$ cat config.mk
export PLATFORM = sky130hd
export DESIGN_NAME = irq_prio_ctrl
export DESIGN_NICKNAME = d
export VERILOG_FILES = /design/src/rtl/irq_pkg.sv /design/src/rtl/irq_edge_latch.sv /design/src/rtl/irq_arbiter.sv /design/src/rtl/irq_vec_rom.sv /design/src/rtl/irq_prio_ctrl.sv
export SDC_FILE = /design/constraint.sdc
export NUM_CORES = 1
export LEC_CHECK = 0
export ABC_AREA = 1
export CELL_PAD_IN_SITES_DETAIL_PLACEMENT = 0
export CELL_PAD_IN_SITES_GLOBAL_PLACEMENT = 1
export CORE_MARGIN = 1.5
export CORE_UTILIZATION = 25
export CTS_CLUSTER_DIAMETER = 80
export DETAILED_ROUTE_END_ITERATION = 10
export PLACE_DENSITY = 0.79
export SLEW_MARGIN = 40
export SYNTH_ARGS = -nofsm -noshare
export SYNTH_HDL_FRONTEND = slang
export SYNTH_HIERARCHICAL = 1
export SYNTH_SLANG_ARGS = --single-unit
export TNS_END_PERCENT = 1
$ cat constraint.sdc
create_clock -name clk -period 1.7 [get_ports clk]
set_clock_uncertainty 0.05 [all_clocks]
set_input_delay 0.255 -clock clk [delete_from_list [all_inputs] [get_ports clk]]
set_output_delay 0.255 -clock clk [all_outputs]
set_load 0.005 [all_outputs]
$ cat src/rtl/irq_pkg.sv
package irq_pkg;

    localparam int NSRC = 5;

    typedef enum logic [2:0] {
        SRC_NONE = 3'd0,
        SRC_TRAP = 3'd1,
        SRC_R75  = 3'd2,
        SRC_R65  = 3'd3,
        SRC_R55  = 3'd4,
        SRC_INTR = 3'd5
    } src_e;

    typedef enum logic [1:0] {
        S_IDLE,
        S_HOLD,
        S_REQ,
        S_INTA
    } state_e;

    // set-mask byte bit positions
    localparam int SIM_MSK_EN = 3;
    localparam int SIM_CLR75  = 4;
    localparam int SIM_SO_EN  = 6;
    localparam int SIM_SO_DAT = 7;

    localparam logic [15:0] VEC_TRAP = 16'h0024;
    localparam logic [15:0] VEC_R75  = 16'h003C;
    localparam logic [15:0] VEC_R65  = 16'h0034;
    localparam logic [15:0] VEC_R55  = 16'h002C;

endpackage

$ cat src/rtl/irq_edge_latch.sv
module irq_edge_latch (
    input  logic clk,
    input  logic rst_n,
    input  logic lvl_i,
    input  logic clr_i,
    output logic lat_o
);

    logic prev_q;

    always_ff @(posedge clk) begin
        if (!rst_n) begin
            prev_q <= 1'b0;
            lat_o  <= 1'b0;
        end else begin
            prev_q <= lvl_i;
            if (clr_i)
                lat_o <= 1'b0;
            else if (lvl_i && !prev_q)
                lat_o <= 1'b1;
        end
    end

    AST_CLR_WINS: assert property (@(posedge clk) disable iff (!rst_n)
        clr_i |=> !lat_o);

    AST_EDGE_SETS: assert property (@(posedge clk) disable iff (!rst_n)
        (!clr_i && $rose(lvl_i)) |=> lat_o);

endmodule

$ cat src/rtl/irq_arbiter.sv
module irq_arbiter
    import irq_pkg::*;
#(
    parameter int N = NSRC
) (
    input  logic [N-1:0] req_i,   // bit 0 is the most urgent
    output src_e         win_o
);

    always_comb begin
        win_o = SRC_NONE;
        for (int i = N - 1; i >= 0; i--) begin
            if (req_i[i])
                win_o = src_e'(3'(i + 1));
        end
    end

endmodule

$ cat src/rtl/irq_vec_rom.sv
module irq_vec_rom
    import irq_pkg::*;
#(
    parameter int VEC_W = 16
) (
    input  logic [2:0]       src_i,
    output logic [VEC_W-1:0] vec_o
);

    always_comb begin
        unique case (src_i)
            SRC_TRAP: vec_o = VEC_W'(VEC_TRAP);
            SRC_R75:  vec_o = VEC_W'(VEC_R75);
            SRC_R65:  vec_o = VEC_W'(VEC_R65);
            SRC_R55:  vec_o = VEC_W'(VEC_R55);
            default:  vec_o = '0;
        endcase
    end

endmodule

$ cat src/rtl/irq_prio_ctrl.sv
module irq_prio_ctrl
    import irq_pkg::*;
#(
    parameter int VEC_W = 16
) (
    input  logic             clk,
    input  logic             rst_n,
    input  logic             trap_i,
    input  logic             r75_i,
    input  logic             r65_i,
    input  logic             r55_i,
    input  logic             intr_i,
    input  logic             hold_i,
    input  logic             sid_i,
    input  logic             cmd_ei_i,
    input  logic             cmd_di_i,
    input  logic             cmd_sim_i,
    input  logic [7:0]       sim_data_i,
    input  logic             ack_i,
    output logic             irq_o,
    output logic [2:0]       src_o,
    output logic [VEC_W-1:0] vec_o,
    output logic             inta_n_o,
    output logic             hlda_o,
    output logic             sod_o,
    output logic [7:0]       rim_o
);

    localparam int MASK_W = 3;

    state_e              state_q, state_d;
    src_e                cur_q, win;
    logic                ie_q;
    logic [MASK_W-1:0]   mask_q;
    logic                sod_q;
    logic                trap_lat, r75_lat;
    logic [NSRC-1:0]     req;
    logic                ack_fire, clr_trap, clr_r75;
    logic                sim_unused;

    assign sim_unused = sim_data_i[5];

    assign ack_fire = (state_q == S_REQ) && ack_i && !hold_i;
    assign clr_trap = ack_fire && (cur_q == SRC_TRAP);
    assign clr_r75  = (cmd_sim_i && sim_data_i[SIM_CLR75]) ||
                      (ack_fire && (cur_q == SRC_R75));

    irq_edge_latch u_trap_lat (
        .clk   (clk),
        .rst_n (rst_n),
        .lvl_i (trap_i),
        .clr_i (clr_trap),
        .lat_o (trap_lat)
    );

    irq_edge_latch u_r75_lat (
        .clk   (clk),
        .rst_n (rst_n),
        .lvl_i (r75_i),
        .clr_i (clr_r75),
        .lat_o (r75_lat)
    );

    // eligibility, index 0 most urgent
    assign req[0] = trap_lat & trap_i;
    assign req[1] = ie_q & ~mask_q[2] & r75_lat;
    assign req[2] = ie_q & ~mask_q[1] & r65_i;
    assign req[3] = ie_q & ~mask_q[0] & r55_i;
    assign req[4] = ie_q & intr_i;

    irq_arbiter #(.N(NSRC)) u_arb (
        .req_i (req),
        .win_o (win)
    );

    // next state
    always_comb begin
        state_d = state_q;
        unique case (state_q)
            S_IDLE: begin
                if (hold_i)
                    state_d = S_HOLD;
                else if (win != SRC_NONE)
                    state_d = S_REQ;
            end
            S_HOLD: begin
                if (!hold_i)
                    state_d = S_IDLE;
            end
            S_REQ: begin
                if (hold_i)
                    state_d = S_HOLD;
                else if (ack_i)
                    state_d = (cur_q == SRC_INTR) ? S_INTA : S_IDLE;
            end
            S_INTA:  state_d = S_IDLE;
            default: state_d = S_IDLE;
        endcase
    end

    // state register and captured source
    always_ff @(posedge clk) begin
        if (!rst_n) begin
            state_q <= S_IDLE;
            cur_q   <= SRC_NONE;
        end else begin
            state_q <= state_d;
            if (state_q == S_IDLE && !hold_i && win != SRC_NONE)
                cur_q <= win;
        end
    end

    // enable flag, masks, serial output
    always_ff @(posedge clk) begin
        if (!rst_n) begin
            ie_q   <= 1'b0;
            mask_q <= '1;
            sod_q  <= 1'b0;
        end else begin
            if (cmd_di_i || (ack_fire && cur_q != SRC_TRAP))
                ie_q <= 1'b0;
            else if (cmd_ei_i)
                ie_q <= 1'b1;
            if (cmd_sim_i && sim_data_i[SIM_MSK_EN])
                mask_q <= sim_data_i[MASK_W-1:0];
            if (cmd_sim_i && sim_data_i[SIM_SO_EN])
                sod_q <= sim_data_i[SIM_SO_DAT];
        end
    end

    // outputs
    always_comb begin
        irq_o    = (state_q == S_REQ);
        src_o    = irq_o ? cur_q : SRC_NONE;
        hlda_o   = (state_q == S_HOLD);
        inta_n_o = (state_q != S_INTA);
        sod_o    = sod_q;
        rim_o    = {sid_i, r75_lat, r65_i, r55_i, ie_q, mask_q};
    end

    irq_vec_rom #(.VEC_W(VEC_W)) u_vec (
        .src_i (src_o),
        .vec_o (vec_o)
    );

    AST_TOP_WINS: assert property (@(posedge clk) disable iff (!rst_n)
        (state_q == S_IDLE && !hold_i && req[0]) |=> (src_o == SRC_TRAP));

    AST_TRAP_LEVEL: assert property (@(posedge clk) disable iff (!rst_n)
        ($rose(irq_o) && src_o == SRC_TRAP) |-> $past(trap_i));

    AST_HOLD_EXCL: assert property (@(posedge clk) disable iff (!rst_n)
        !(hlda_o && irq_o));

    AST_HOLD_FIRST: assert property (@(posedge clk) disable iff (!rst_n)
        (state_q == S_IDLE && hold_i) |=> hlda_o);

    AST_GATED_R65: assert property (@(posedge clk) disable iff (!rst_n)
        ($rose(irq_o) && src_o == SRC_R65) |-> $past(ie_q && !mask_q[1]));

    AST_IE_DROP: assert property (@(posedge clk) disable iff (!rst_n)
        (irq_o && ack_i && !hold_i && src_o != SRC_TRAP) |=> !rim_o[3]);

    AST_INTA_ONE: assert property (@(posedge clk) disable iff (!rst_n)
        !inta_n_o |=> inta_n_o);

endmodule

Word level (Yosys, flattened, before mapping)
Index checks and enable logic that the tools add are counted.
{"block": "classes", "bitwise_logic": 12, "n_eq_ne": 15, "muxes": 14, "n_reduce_logical": 23}
{"operator": "6-bit one-hot mux with 4 select lines", "count": 1}
{"operator": "3-bit two-way mux", "count": 6}
{"operator": "1-bit logical AND", "count": 12}
{"operator": "2-bit two-way mux", "count": 6}
{"operator": "3-bit by 2-bit == test with 1-bit output (second input constant)", "count": 3}
{"operator": "1-bit AND", "count": 8}
{"operator": "2-bit one-hot mux with 4 select lines", "count": 1}
{"operator": "3-bit by 1-bit == test with 1-bit output (second input constant)", "count": 2}
{"operator": "3-bit == test (second input constant)", "count": 2}
{"operator": "3-bit != test (second input constant)", "count": 2}
{"operator": "2-bit OR reduction", "count": 3}
{"operator": "2-bit == test (second input constant)", "count": 2}
{"operator": "2-bit != test (second input constant)", "count": 2}
{"operator": "1-bit NOT", "count": 4}
{"operator": "1-bit zero test", "count": 3}
{"operator": "3-bit by 1-bit != test with 1-bit output (second input constant)", "count": 1}
{"operator": "3-bit AND reduction", "count": 1}
{"operator": "3-bit nonzero test", "count": 1}
{"operator": "2-bit by 1-bit == test with 1-bit output (second input constant)", "count": 1}
{"operator": "2-bit zero test", "count": 1}
{"operator": "1-bit logical OR", "count": 2}
{"block": "word_totals", "output_inout_bits": 31, "word_cells": 73, "ff_bits": 14, "in_bits": 21}

Longest topological paths before layout
{"block": "logic_depth", "depth_word": 11, "depth_mapped": 12, "depth_no_buf": 12}

By module
The synthesis kept the hierarchy.
{"module": "irq_prio_ctrl", "area_each_um2": 600.6, "cells_each": 94, "n_inst": 1, "seq_area_each_um2": 200.2}
{"module": "irq_edge_latch", "area_each_um2": 75.1, "cells_each": 10, "n_inst": 2, "seq_area_each_um2": 40.0}
{"module": "irq_vec_rom", "area_each_um2": 140.1, "cells_each": 23, "n_inst": 1, "seq_area_each_um2": 0.0}
{"module": "irq_arbiter", "area_each_um2": 47.5, "cells_each": 12, "n_inst": 1, "seq_area_each_um2": 0.0}

Worst setup path before layout
OpenSTA, ideal clock, no wires.
{"block": "synth_timing", "kind": "register to output", "from": "register state_q[1]", "to": "output vec_o[5]", "required_ns": 1.395, "path_buffers": 1, "slack_ns": 0.260, "stages_incl_launch_ff": 7, "arrival_ns": 1.135, "path_cell_list": "dfxtp_1 nand2_2 nor2_1 nor2_1 nand2_1 nand2_1 buf_4"}
{"block": "synth_between", "elab_chain_cells": 4, "elab_cells_between_ends": 7, "classes_between": "5 x eq/ne; 2 x mux"}
{"element": "from (decl)", "line": "irq_prio_ctrl.sv:31", "source": "state_e state_q, state_d;"}
{"element": "from (signal assigned)", "line": "irq_prio_ctrl.sv:107", "source": "state_q <= state_d;"}
{"element": "2-bit == test *", "line": "irq_prio_ctrl.sv:133", "source": "irq_o = (state_q == S_REQ);"}
{"element": "3-bit two-way mux *", "line": "irq_prio_ctrl.sv:134", "source": "src_o = irq_o ? cur_q : SRC_NONE;"}
{"element": "net src_o[1]", "line": "irq_prio_ctrl.sv:21", "source": "output logic [2:0] src_o,"}
{"element": "3-bit == test, or another cell as far along", "line": "irq_vec_rom.sv:11", "source": "unique case (src_i)"}
{"element": "6-bit one-hot mux with 4 select lines *", "line": "irq_vec_rom.sv:11"}
{"element": "to (decl)", "line": "irq_prio_ctrl.sv:22", "source": "output logic [VEC_W-1:0] vec_o,"}
Mark *: on every way through the listed nets, which the timed path passes. The rest lies on a longest branch.

Worst setup path after layout
{"block": "layout_timing", "from": "register state_q[1]", "to": "output hlda_o"}
{"block": "layout_between", "elab_chain_cells": 1}
{"element": "2-bit by 1-bit == test with 1-bit output", "line": "irq_prio_ctrl.sv:135", "source": "hlda_o = (state_q == S_HOLD);"}
{"element": "to (decl)", "line": "irq_prio_ctrl.sv:24", "source": "output logic hlda_o,"}
No other way between the ends.

==> impl_metrics.toml <==
[clocking]
holdBufCountCts = 0
h-tree-depth = 1
cts.reportedPaths.clkPinSlew_ns = 0.06
worstSkewPairLatency_ns = 0.24
clockBufferDepth = 2
cts_tree = "built"
clock_tree.root_cell = "clkbuf_8"
clkSinkCount = 14
cts_buffers = 3

[drt]
wirelength_mm = 2.04
vias = 948
first_pass_iters = 4
drc_errors = 0
drt_iter0_markers = 18
ant_nets = 0
wl_per_cell_um = 8.43
avgViaCountPerCell = 3.92

[grt]
use_met1 = 0.134
antenna_found_initial = 0
use_met2 = 0.164
grt-ovfl-total = 0
track_usage = 0.106
grt_max_degree = 8
grt_pass1_vias = 849
globalRouteMet3Util = 0.0282
busiest_layer = "met2"
grt_pass1_wl_mm = 3.42

[cells_and_area]
layout_common_cells = "nand2_1, clkdlybuf4s50_1, inv_1"
final_layout_size_suffix_gt1_frac = 0.206
nets = 217
finalInstanceArea_mm2 = 0.00145
syn2layout_area_growth_pct = 54.7
fin_util = 0.399
register_area_um2 = 284
num-fill-cells = 400
final_common_cell = "nand2_1"
multi_input_area_um2 = 488
diodes = 0

[sta]
fin_crit_sh = 0.986
drv_slew = 0
max_freq_mhz = 597
hold_violations = 0
setup_viol = 0
rsz0062_at_grt = "yes"
period_needed_ns = 1.68

[logic_synthesis]
syn-cell-area_um2 = 938
synth_cells = 149
yosysSeqAreaShare = 0.299
ys_seq_elements = 14
yosys_warnings = 6
syn_area_per_cell_um2 = 6.30
ys_types = 20

[power]
max-vdd-ir-drop_mv = 0.220
p_leak_nw = 0.762
p_per_area_mw_per_mm2 = 593
p_sw_mw = 0.232
pwr-share-comb = 0.262
clkPwrFrac = 0.313
power_mw = 0.861
power.internal_mw = 0.629
sw_frac_of_total = 0.269
sequentialPowerShare = 0.425

[worst_hold_path]
min_path_type = "reg2reg"

[floorplanning]
start_util = 0.258
pin_count = 52
chipHeight_um = 64.3
num_rows = 22
die_width_um = 64.3
core_area_mm2 = 0.00363
dieArea_mm2 = 0.00413

[place]
placed_area_mm2 = 0.00136
io_buffers = 36
dpl.hpwl_mm = 1.66
gp_congestion = 0.787

[worst_setup_path]
worstSetupPathType = "reg2out"
start_kind = "flip-flop"
cp_slowest_cell = "clkdlybuf4s50_1"
critPathCaptureType = "primary output"
cp.arrival_ns = 1.37
slowest_delay_ns = 0.48
crit_fanout = 3
crit_required_ns = 1.39
cp_cell_sequence = "buf_4 > inv_2 > nand2_1 > inv_1 > clkdlybuf4s50_1"

[run]
maxCapViolCount = 0

[run_status]
status = "completed"
## cell families after synthesis
logic type / share of synthesized area
AND/OR/NAND/NOR: 0.345
flip-flops: 0.299
AO/OA/AOI/OAI: 0.0920
buffers and inverters: 0.260
other: 0.00400
## layer usage
layer	part of all wire	wire length, um	up-vias
met1	0.48	985	400
met3	0.069	141	2
li1	-	-	515
met2	0.44	893	31
met4	0.0093	19	0
met5	0	0	-
## flip-flops by register name (all words and copies together), names as in the netlist
| name | flops |
|---|---|
| u_r75_lat/lat_o | 1 |
| u_r75_lat/prev_q | 1 |
| cur_q | 3 |
| u_trap_lat/prev_q | 1 |
| ie_q | 1 |
| mask_q | 3 |
| sod_o | 1 |
| state_q | 2 |
| u_trap_lat/lat_o | 1 |
## timing repair
action	4_1_cts	5_1_grt
endpoints found under the hold margin	0	0
cloned	0	0
pin swaps	0	2
resized for setup	10	12
setup endpoints to repair	7	11
buffers inserted	0	1
## worst paths after layout
| kind | endpoint | from | slack, ns | cells past startpoint |
|---|---|---|---|---|
| setup / recovery | hlda_o | state_q[1] | 0.02 | 5 |
| hold / removal | sod_o | sod_o | 0.42 | 2 |
| setup reg to reg | cur_q[0] | ie_q | 0.32 | 12 |
| hold reg to reg | sod_o | sod_o | 0.42 | 2 |
## per-stage QoR
step                hold slack (ns)  setup TNS, ns  setup WS (ns)  std cells
global placement              0.395         -0.858         -0.187        238
global route                  0.431        -0.0455        -0.0412        242
floorplan                     0.289              0          0.260        160
detailed placement            0.401         -0.951         -0.206        238
finish                        0.416              0         0.0239        242
CTS                           0.415         -0.207        -0.0937        241
## synthesized netlist by cell type
library cell  count  area [um^2]
nand2_1          41          154
inv_1            24         90.1
buf_4            18          135
nor2_1           15         56.3
dfxtp_1          14          280
nand3_1           8         40.0
a21oi_1           6         30.0
inv_2             5         18.8
a21oi_2           3         26.3
nor3_1            3         15.0
nor2_2            2         12.5
o21ai_0           2         10.0
conb_1            1         3.75
nand2_2           1         6.26
nand3_2           1         10.0
nand3b_1          1         7.51
nand4_1           1         6.26
nor3_4            1         16.3
o21bai_1          1         7.51
o31ai_2           1         12.5
## layout make-up
| cell class | instances | share of cell area |
|---|---|---|
| Tap cell | 48 | 0.0414 |
| Inverter | 29 | 0.0750 |
| Clock buffer | 3 | 0.0284 |
| Sequential cell | 14 | 0.196 |
| Timing Repair Buffer | 49 | 0.323 |
| Multi-Input combinational cell | 99 | 0.336 |
## power groups by stage
stage | Sequential [mW] | Clock [mW] | Combinational, mW
finish | 0.366 | 0.269 | 0.226
global route | 0.369 | 0.292 | 0.254
CTS | 0.365 | 0.283 | 0.226
detailed placement | 0.370 | 0 | 0.220
global placement | 0.370 | 0 | 0.219
floorplan | 0.374 | 0 | 0.121
## worst max-delay path, delay by kind of cell, from the launching register on
family / cells / cell delay, ns
flops: 1 / 0.34
buf+inv: 4 / 0.72
simple gates: 1 / 0.06
Note: power is estimated with default switching activity, not from simulation.
